===== config.mk =====
export PLATFORM = sky130hd
export DESIGN_NAME = win_dda_stepper
export DESIGN_NICKNAME = d
export VERILOG_FILES = /design/src/rtl/dda_pkg.sv /design/src/rtl/dda_divider.sv /design/src/rtl/dda_axis.sv /design/src/rtl/win_dda_stepper.sv
export SDC_FILE = /design/constraint.sdc
export NUM_CORES = 1
export LEC_CHECK = 0
export CAP_MARGIN = 20
export CORE_MARGIN = 2
export CORE_UTILIZATION = 53
export DETAILED_ROUTE_END_ITERATION = 8
export HOLD_SLACK_MARGIN = 0.1
export PLACE_DENSITY = 0.73
export SYNTH_ARGS = -nofsm -noshare
export SYNTH_HDL_FRONTEND = slang
export SYNTH_HIERARCHICAL = 1
export SYNTH_SLANG_ARGS = --single-unit

===== constraint.sdc =====
create_clock -name clk -period 7.5 [get_ports clk]
set_input_delay 1.5 -clock clk [delete_from_list [all_inputs] [get_ports clk]]
set_output_delay 1.5 -clock clk [all_outputs]
set_load 0.01 [all_outputs]

===== src/rtl/dda_pkg.sv =====
package dda_pkg;

  typedef enum logic [1:0] {
    PH_IDLE   = 2'd0,
    PH_DIVIDE = 2'd1,
    PH_RUN    = 2'd2
  } dda_phase_e;

  localparam int unsigned AXIS_H = 0;
  localparam int unsigned AXIS_V = 1;
  localparam int unsigned AXIS_N = 2;

endpackage


===== src/rtl/dda_divider.sv =====
// Restoring divider: one quotient bit per cycle, NUM_W cycles per result.
module dda_divider #(
  parameter int unsigned NUM_W = 24,
  parameter int unsigned DEN_W = 12
) (
  input  logic             clk,
  input  logic             rst,
  input  logic             launch,
  input  logic [NUM_W-1:0] num,
  input  logic [DEN_W-1:0] den,
  output logic [NUM_W-1:0] quot,
  output logic             done
);

  localparam int unsigned CNT_W = $clog2(NUM_W + 1);

  logic [NUM_W-1:0] work_q;
  logic [DEN_W-1:0] rem_q;
  logic [DEN_W-1:0] den_q;
  logic [CNT_W-1:0] cnt_q;
  logic             run_q;

  logic [DEN_W:0]   trial;
  logic             take;
  logic [DEN_W-1:0] rem_n;

  always_comb begin
    trial = {rem_q, work_q[NUM_W-1]};
    take  = (trial >= {1'b0, den_q});
    rem_n = take ? (trial[DEN_W-1:0] - den_q) : trial[DEN_W-1:0];
  end

  always_ff @(posedge clk) begin
    if (rst) begin
      work_q <= '0;
      rem_q  <= '0;
      den_q  <= DEN_W'(1);
      cnt_q  <= '0;
      run_q  <= 1'b0;
      done   <= 1'b0;
    end else begin
      done <= 1'b0;
      if (launch) begin
        work_q <= num;
        rem_q  <= '0;
        den_q  <= den;
        cnt_q  <= CNT_W'(NUM_W);
        run_q  <= 1'b1;
      end else if (run_q) begin
        rem_q  <= rem_n;
        work_q <= {work_q[NUM_W-2:0], take};
        cnt_q  <= cnt_q - CNT_W'(1);
        if (cnt_q == CNT_W'(1)) begin
          run_q <= 1'b0;
          done  <= 1'b1;
        end
      end
    end
  end

  assign quot = work_q;

endmodule


===== src/rtl/dda_axis.sv =====
// One axis: fixed-point accumulator plus clamped index/phase output registers.
module dda_axis #(
  parameter int unsigned SZ_W   = 12,
  parameter int unsigned FRAC_W = 12
) (
  input  logic                   clk,
  input  logic                   rst,
  input  logic                   clear,
  input  logic                   step,
  input  logic [SZ_W+FRAC_W-1:0] inc,
  input  logic [SZ_W-1:0]        lim,
  output logic [SZ_W-1:0]        idx,
  output logic [FRAC_W-1:0]      phase
);

  localparam int unsigned INC_W = SZ_W + FRAC_W;
  localparam int unsigned ACC_W = INC_W + 1;
  localparam int unsigned INT_W = SZ_W + 1;

  logic [ACC_W-1:0] acc_q;
  logic [ACC_W-1:0] acc_n;
  logic [INT_W-1:0] int_n;
  logic             over;

  always_comb begin
    if (clear)     acc_n = '0;
    else if (step) acc_n = acc_q + {1'b0, inc};
    else           acc_n = acc_q;
    int_n = acc_n[ACC_W-1:FRAC_W];
    over  = (int_n > {1'b0, lim});
  end

  always_ff @(posedge clk) begin
    if (rst) begin
      acc_q <= '0;
      idx   <= '0;
      phase <= '0;
    end else begin
      acc_q <= acc_n;
      idx   <= over ? lim : int_n[SZ_W-1:0];
      phase <= over ? '0 : acc_n[FRAC_W-1:0];
    end
  end

endmodule


===== src/rtl/win_dda_stepper.sv =====
module win_dda_stepper
  import dda_pkg::*;
#(
  parameter int unsigned SZ_W   = 12,
  parameter int unsigned FRAC_W = 12
) (
  input  logic                         clk,
  input  logic                         rst,
  input  logic                         start,
  input  logic [SZ_W-1:0]              src_w,
  input  logic [SZ_W-1:0]              src_h,
  input  logic [SZ_W-1:0]              out_w,
  input  logic [SZ_W-1:0]              out_h,
  input  logic                         adv,
  output logic                         busy,
  output logic [SZ_W-1:0]              src_x,
  output logic [SZ_W-1:0]              src_y,
  output logic [FRAC_W-1:0]            phase_x,
  output logic [FRAC_W-1:0]            phase_y,
  output logic                         frame_end,
  output logic [2*(SZ_W+FRAC_W)-1:0]   step_word
);

  localparam int unsigned INC_W = SZ_W + FRAC_W;

  dda_phase_e state_q, state_n;

  logic [SZ_W-1:0]   src_in  [AXIS_N];
  logic [SZ_W-1:0]   out_in  [AXIS_N];
  logic [SZ_W-1:0]   lim_q   [AXIS_N];
  logic [SZ_W-1:0]   last_q  [AXIS_N];
  logic [SZ_W-1:0]   pos_q   [AXIS_N];
  logic [SZ_W-1:0]   pos_n   [AXIS_N];
  logic [INC_W-1:0]  quot    [AXIS_N];
  logic [SZ_W-1:0]   idx     [AXIS_N];
  logic [FRAC_W-1:0] ph      [AXIS_N];
  logic [AXIS_N-1:0] div_done;
  logic [AXIS_N-1:0] clr;
  logic [AXIS_N-1:0] stp;

  logic start_go, enter_run, run_adv, h_last, v_last, fe_n;

  assign src_in[AXIS_H] = src_w;
  assign src_in[AXIS_V] = src_h;
  assign out_in[AXIS_H] = out_w;
  assign out_in[AXIS_V] = out_h;

  // Control decode: a start in the divide phase is dropped.
  always_comb begin
    start_go  = start && (state_q != PH_DIVIDE);
    enter_run = (state_q == PH_DIVIDE) && (&div_done);
    run_adv   = (state_q == PH_RUN) && adv && !start;
    h_last    = (pos_q[AXIS_H] == last_q[AXIS_H]);
    v_last    = (pos_q[AXIS_V] == last_q[AXIS_V]);

    clr[AXIS_H] = start_go || enter_run || (run_adv && h_last);
    stp[AXIS_H] = run_adv && !h_last;
    clr[AXIS_V] = start_go || enter_run || (run_adv && h_last && v_last);
    stp[AXIS_V] = run_adv && h_last && !v_last;

    state_n = state_q;
    case (state_q)
      PH_DIVIDE: if (enter_run) state_n = PH_RUN;
      default:   if (start_go)  state_n = PH_DIVIDE;
    endcase

    fe_n = (state_n == PH_RUN) &&
           (pos_n[AXIS_H] == last_q[AXIS_H]) &&
           (pos_n[AXIS_V] == last_q[AXIS_V]);
  end

  for (genvar a = 0; a < AXIS_N; a++) begin : g_axis
    logic [SZ_W-1:0] den;
    logic [SZ_W-1:0] lim_r;
    logic [SZ_W-1:0] last_r;
    logic [SZ_W-1:0] pos_r;

    // Divisor clamp: output size minus one, never below one.
    assign den = (out_in[a] > SZ_W'(1)) ? (out_in[a] - SZ_W'(1)) : SZ_W'(1);

    dda_divider #(
      .NUM_W (INC_W),
      .DEN_W (SZ_W)
    ) u_div (
      .clk    (clk),
      .rst    (rst),
      .launch (start_go),
      .num    ({src_in[a], {FRAC_W{1'b0}}}),
      .den    (den),
      .quot   (quot[a]),
      .done   (div_done[a])
    );

    always_ff @(posedge clk) begin
      if (rst) begin
        lim_r  <= '0;
        last_r <= '0;
      end else if (start_go) begin
        lim_r  <= (src_in[a] == '0) ? '0 : (src_in[a] - SZ_W'(1));
        last_r <= (out_in[a] == '0) ? '0 : (out_in[a] - SZ_W'(1));
      end
    end

    assign pos_n[a] = clr[a] ? '0 : (stp[a] ? (pos_r + SZ_W'(1)) : pos_r);

    always_ff @(posedge clk) begin
      if (rst) pos_r <= '0;
      else     pos_r <= pos_n[a];
    end

    assign lim_q[a]  = lim_r;
    assign last_q[a] = last_r;
    assign pos_q[a]  = pos_r;

    dda_axis #(
      .SZ_W   (SZ_W),
      .FRAC_W (FRAC_W)
    ) u_axis (
      .clk   (clk),
      .rst   (rst),
      .clear (clr[a]),
      .step  (stp[a]),
      .inc   (step_word[a*INC_W +: INC_W]),
      .lim   (lim_q[a]),
      .idx   (idx[a]),
      .phase (ph[a])
    );
  end

  always_ff @(posedge clk) begin
    if (rst) begin
      state_q   <= PH_IDLE;
      busy      <= 1'b0;
      frame_end <= 1'b0;
      step_word <= '0;
    end else begin
      state_q   <= state_n;
      busy      <= (state_n == PH_DIVIDE);
      frame_end <= fe_n;
      if (enter_run) step_word <= {quot[AXIS_V], quot[AXIS_H]};
    end
  end

  assign src_x   = idx[AXIS_H];
  assign src_y   = idx[AXIS_V];
  assign phase_x = ph[AXIS_H];
  assign phase_y = ph[AXIS_V];

endmodule


* Word level (Yosys, flattened, before mapping)
Cells that the tools add are included.
Storage, ports and cells: bits in registers 332, bits of input ports 52, output and inout bits 98, word-level logic and storage cells 128
Cells by class: add/sub/neg operators 12, magnitude comparators 6, eq/ne operators 11, muxes and demuxes 37, bitwise gates (word level) 2, reduce and logical (&&, ||, !) cells 28
Operators by type and width (count):
- 2-to-1 mux 12 bit | 14
- 2-to-1 mux 25 bit | 4
- 2-to-1 mux 24 bit | 4
- adder 25 x 24 -> 25 bit | 2
- equality test 12 bit | 4
- zero test 12 bit | 4
- subtractor 12 x 1 -> 12 bit, second input constant | 4
- >= comparator 13 x 12 -> 1 bit | 2
- greater-than comparator 13 x 12 -> 1 bit | 2
- adder 12 x 1 -> 12 bit, second input constant | 2
- greater-than comparator 12 x 1 -> 1 bit, second input constant | 2
- subtractor 12 bit | 2
- 2-to-1 mux 5 bit | 4
- equality test 5 x 1 -> 1 bit, second input constant | 2
- logical AND 1 bit | 10
- subtractor 5 x 1 -> 5 bit, second input constant | 2
- 2-to-1 mux 1 bit | 8
- 2-to-1 mux 2 bit | 3
- OR reduction 2 bit | 3
- OR reduction 3 bit | 2
- equality test 2 x 1 -> 1 bit, second input constant | 2
- equality test 2 bit, second input constant | 2
- nonzero test 2 bit | 2
- zero test 1 bit | 3
- 4 further kinds | 7

* Longest topological paths before layout
word-level depth 9, mapped depth 21, mapped depth without buffers 20

* Cells and area by module
Netlist, hierarchy kept.
Modules (own cells, without submodules):
- win_dda_stepper | times used 1, cells each 882, area an instance 6772.7 um2, sequential area each 2482.4 um2
- dda_divider | times used 2, cells each 351, area an instance 2974.1 um2, sequential area each 1101.1 um2
- dda_axis (g_axis[1].u_axis) | times used 1, cells each 423, area an instance 3490.8 um2, sequential area each 980.9 um2
- dda_axis (g_axis[0].u_axis) | times used 1, cells each 388, area an instance 3273.1 um2, sequential area each 980.9 um2

* Worst setup path before layout
Ideal clock, no wire load.
kind input to register, start input port start, end register g_axis[1].u_axis.idx[2], setup time 0.123 ns, data arrival time 5.513 ns, data required time 7.377 ns, setup slack 1.864 ns, cell stages on the path 19, buffers on the path 6, cells stage by stage buf_2 nand4bb_1 buf_2 nor4_4 nand2b_1 inv_2 buf_2 clkbuf_1 buf_1 buf_1 mux2i_1 nor2_1 ha_1 nand4_1 nor4_1 a21oi_1 nand2_1 o21a_1 mux2_1
On the way: longest elaborated chain between the ends 8, elaborated cells between the ends (all ways) 12, classes of those cells order compare (1); mux (3); reduce/logical (8)
Ends and longest elaborated chain:
- start: declaration | RTL line win_dda_stepper.sv:9 | input logic start,
- zero test 1 bit | RTL line win_dda_stepper.sv:52 | run_adv = (state_q == PH_RUN) && adv && !start;
- logical AND 1 bit | RTL line win_dda_stepper.sv:52
- logical AND 1 bit (2 in a row) | RTL line win_dda_stepper.sv:59 | stp[AXIS_V] = run_adv && h_last && !v_last;
- net stp[1] | RTL line win_dda_stepper.sv:39 | logic [AXIS_N-1:0] stp;
- 2-to-1 mux 25 bit | RTL line dda_axis.sv:27 | else if (step) acc_n = acc_q + {1'b0, inc};
- 2-to-1 mux 25 bit | RTL line dda_axis.sv:26 | if (clear) acc_n = '0;
- net g_axis[1].u_axis.acc_n[19] | RTL line dda_axis.sv:21 | logic [ACC_W-1:0] acc_n;
- greater-than comparator 13 x 12 -> 1 bit | RTL line dda_axis.sv:30 | over = (int_n > {1'b0, lim});
- 2-to-1 mux 12 bit | RTL line dda_axis.sv:40 | idx <= over ? lim : int_n[SZ_W-1:0];
- end signal: assignment | RTL line dda_axis.sv:40
- end: declaration | RTL line dda_axis.sv:12 | output logic [SZ_W-1:0] idx,
The timed path passes the listed nets, and every way through them passes these cells. A chain may end at the register's enable or synchronous reset.

* Worst setup path in the final report
start input port start, end register g_axis[0].u_axis.idx[5]
On the way: longest elaborated chain between the ends 7, elaborated cells between the ends (all ways) 11, classes of those cells order compare (1); mux (3); reduce/logical (7)
Ends and longest elaborated chain:
- zero test 1 bit | RTL line win_dda_stepper.sv:52
- logical AND 1 bit | RTL line win_dda_stepper.sv:52
- logical AND 1 bit | RTL line win_dda_stepper.sv:56 | clr[AXIS_H] = start_go || enter_run || (run_adv && h_last);
- logical OR 1 bit (*) | RTL line win_dda_stepper.sv:56
- net clr[0] | RTL line win_dda_stepper.sv:38 | logic [AXIS_N-1:0] clr;
- 2-to-1 mux 25 bit (*) | RTL line dda_axis.sv:26
- net g_axis[0].u_axis.acc_n[18] | RTL line dda_axis.sv:21
- greater-than comparator 13 x 12 -> 1 bit (*) | RTL line dda_axis.sv:30
- 2-to-1 mux 12 bit (*) | RTL line dda_axis.sv:40
- end signal: assignment | RTL line dda_axis.sv:40
- end: declaration | RTL line dda_axis.sv:12
The timed path passes the listed nets; every way through them passes the cells marked *.

==> impl_metrics.tcl <==
set metrics [dict create \
    status "finished clean" \
    cts.sinks 332 \
    io_pins 150 \
    placed_cells 2921 \
    powerDensity_mw_per_mm2 197.5 \
    min_to "step_word[8]" \
    regToRegSetupSlack_ns 2.17 \
    slew_violations 0 \
    drc 0 \
    r2r-end "g_axis[0].u_axis/idx[5]" \
    ctsHoldBuffers 0 \
    critPathMaxFanout 22 \
    synth_cell_types 105 \
    globalplace.congestion 0.9042 \
    dieArea_mm2 0.03831 \
    final_cell_count_no_fill 2989 \
    drt-initial-drc-count 1085 \
    io_buffers 149 \
    vias_per_cell 5.846 \
    cts_buffers 38 \
    wl_per_cell_um 17.60 \
    hold_class "reg -> reg" \
    yosys_warnings 6 \
    hold_viol 0 \
    cts_setup_buffers 0 \
    highest_layer "met4" \
    start_kind "primary input" \
    cts_tree "done" \
    crit_arrival_ns 6.42 \
    cp.required_ns 7.97 \
    wl_met1_um 24670 \
    maxCapViolCount 0 \
    layout_min_cycle_time_ns 5.957 \
    synthArstFlopShare 0 \
    syn2layout_area_growth_pct 15.14 \
    dp_hpwl_um 38270 \
    fin_tns_setup_ns 0 \
    clockBufferDepth 3 \
    ys_seq_area_frac 0.3411 \
    initial_core_util 0.5348 \
    synth_area_leaders "dfxtp_1, ha_1, nor2_1" \
    grt_max_degree 126 \
    track_usage 0.2696 \
    wl_met2_um 23580 \
    r2r_cells 17 \
    grt_pass1_wl_um 84990 \
    overflow 0 \
    endpoint_kind "flip-flop" \
    synth_area_mm2 0.01948 \
    ctsResizeCount 0 \
    clkSlewWorstSetupHoldPaths_ns 0.06 \
    hold_slack_ns 0.4655 \
    ys_ff_latch 332 \
    h-tree-depth 2 \
    leakage_nw 8.670 \
    synth_edf_count 0 \
    rows 70 \
    syn_inst 2395 \
    slew_headroom 0.2888 \
    ir_worst_vdd_mv 0.1610 \
    cts_root_buf "clkbuf_16" \
    hp-start "g_axis[0].u_div/quot[8]" \
    num_vias 17470 \
    dr.pass1.iters 5 \
    nNetsFinal 2659 \
    wl_um 52600 \
    fmax_mhz 167.9 \
    nFillCells 3212 \
    tightest_slew_ns 1.063 \
    wl_met3_um 3222 \
    whs_path_depth 2 \
    syn_area_per_cell_um2 8.136 \
    worstReg2RegStart "state_q[1]" \
    ant_nets 0 \
    core_mm2 0.03643 \
    clock_latency_ns 0.54 \
    timing_worst_setup_path_type "in -> reg" \
    setup_viol 0 \
    rsz0062_at_grt "false" \
    synth_top_area_cell "dfxtp_1" \
    grt_pass1_vias 16460 \
    finClkSkew_ns 0.02377 \
    synth_top_area_share 0.3411 \
    power_mw 4.431 \
    diodes 0 \
    period_share 0.7943 \
    drive_gt1_frac 0.06109 \
    synth_flop_cell "dfxtp_1" \
    antenna_found_initial 0 \
    fp.dieH_um 195.7 \
    die_w_um 195.7 \
]
==> layer usage <==
layer,vias to the layer above,global-route usage
met5,-,0
met1,8277,0.3759
met2,527,0.4348
met4,0,0.07435
met3,71,0.04160
li1,8598,-
==> registers in the layout, indices dropped and copies added (netlist names) <==
| register | cells |
|---|---|
| busy | 1 |
| frame_end | 1 |
| g_axis.last_r | 24 |
| g_axis.lim_r | 24 |
| g_axis.pos_r | 24 |
| g_axis.u_axis/acc_q | 50 |
| g_axis.u_axis/idx | 24 |
| g_axis.u_axis/phase | 24 |
| g_axis.u_div/cnt_q | 10 |
| g_axis.u_div/den_q | 24 |
| g_axis.u_div/done | 2 |
| g_axis.u_div/quot | 48 |
| g_axis.u_div/rem_q | 24 |
| g_axis.u_div/run_q | 2 |
| state_q | 2 |
| step_word | 48 |
==> cell families (layout without fill, tap and decap cells) <==
kind of cell	Yosys count	in the layout	synth area share
AOI/OAI and AO/OA	567	567	0.1912
xor gates and xnor gates	134	134	0.06312
adders and majority gates	114	114	0.07474
buffers and inverters	245	348	0.05606
DFF	332	332	0.3411
muxes	123	123	0.06376
other	1	24	0.0001925
and+or+nand+nor	879	879	0.2099
==> power breakdown <==
part | switching [mW] | internal, mW | total (mW)
Combinational | 0.379 | 0.270 | 0.649
Sequential | 0.0583 | 1.82 | 1.88
Clock | 0.742 | 1.16 | 1.90
==> synth_stat cells, drive strengths merged, types with 11 or more instances <==
cell	instances
mux2i	114
nor3	70
a31oi	21
buf	39
o21a	26
nor2b	18
o31ai	12
or2	12
nand3	46
and3	14
inv	111
nand2	208
nand4	25
or3	21
a211oi	31
o211ai	15
clkbuf	93
xnor2	80
nand2b	35
ha	110
a22oi	29
dfxtp	332
a21o	23
o22ai	11
a21oi	233
o21ai	67
nor4	17
xor2	54
nor2	361
==> per-stage QoR <==
stage | setup slack, ns | area [µm²] | utilization
global route | 1.083 | 22440 | 0.6158
CTS | 1.646 | 22440 | 0.6158
floorplan | 1.864 | 19570 | -
global placement | 1.240 | 21150 | 0.5804
detailed placement | 1.096 | 21150 | 0.5804
finish | 1.543 | 22440 | 0.6158
==> cell type report <==
cell class,instances,area (µm²),share of cell area
clock buffer,56,1140,0.05081
clock inverter,12,147.6,0.006581
tap,468,585.6,0.02610
multi-input combinational,1841,11840,0.5277
timing repair buffer,169,1655,0.07378
inverter,111,419.2,0.01868
sequential,332,6649,0.2964
==> layout by cell type (no fill, tap or decap), types with 15 or more instances in the layout <==
cell type / n
clkbuf_16: 39
o21a_1: 26
o21ai_0: 60
o211ai_1: 15
a31oi_1: 20
nor3_1: 67
xor2_1: 54
a211oi_1: 28
nor2b_1: 18
buf_4: 19
ha_1: 110
nand2_1: 207
a21o_1: 22
nand2b_1: 35
clkdlybuf4s50_1: 148
nor2_1: 359
a21oi_1: 227
a22oi_1: 29
mux2i_1: 114
inv_1: 109
nand4_1: 23
dfxtp_1: 330
or3_1: 20
nand3_1: 46
conb_1: 24
nor4_1: 16
xnor2_1: 74
==> critical path, cell delays in order <==
cell and delay, ns:
clkdlybuf4s50_1 0.62, nand4bb_1 0.18, buf_4 0.19, nor4_4 0.06, buf_4 0.17, nor2_1 0.45, inv_1 0.43, buf_4 0.29
a211oi_1 0.21, ha_1 0.29, a21oi_1 0.15, nor2_1 0.04, a2111oi_0 0.27, a21oi_1 0.12, o31a_1 0.27, a211o_1 0.58
a2111o_1 0.48, a21oi_1 0.13
==> worst max-delay path by stage <==
stage / start / endpoint / depth (start not counted)
2_1_floorplan: start / g_axis[1].u_axis/idx[2] / 19
3_3_place_gp: start / g_axis[0].u_axis/idx[5] / 18
3_5_place_dp: start / g_axis[0].u_axis/idx[5] / 18
4_1_cts: start / g_axis[0].u_axis/idx[5] / 18
5_1_grt: start / g_axis[0].u_axis/idx[5] / 18
6_report: start / g_axis[0].u_axis/idx[5] / 18
Note: power is estimated with default switching activity, not from simulation.
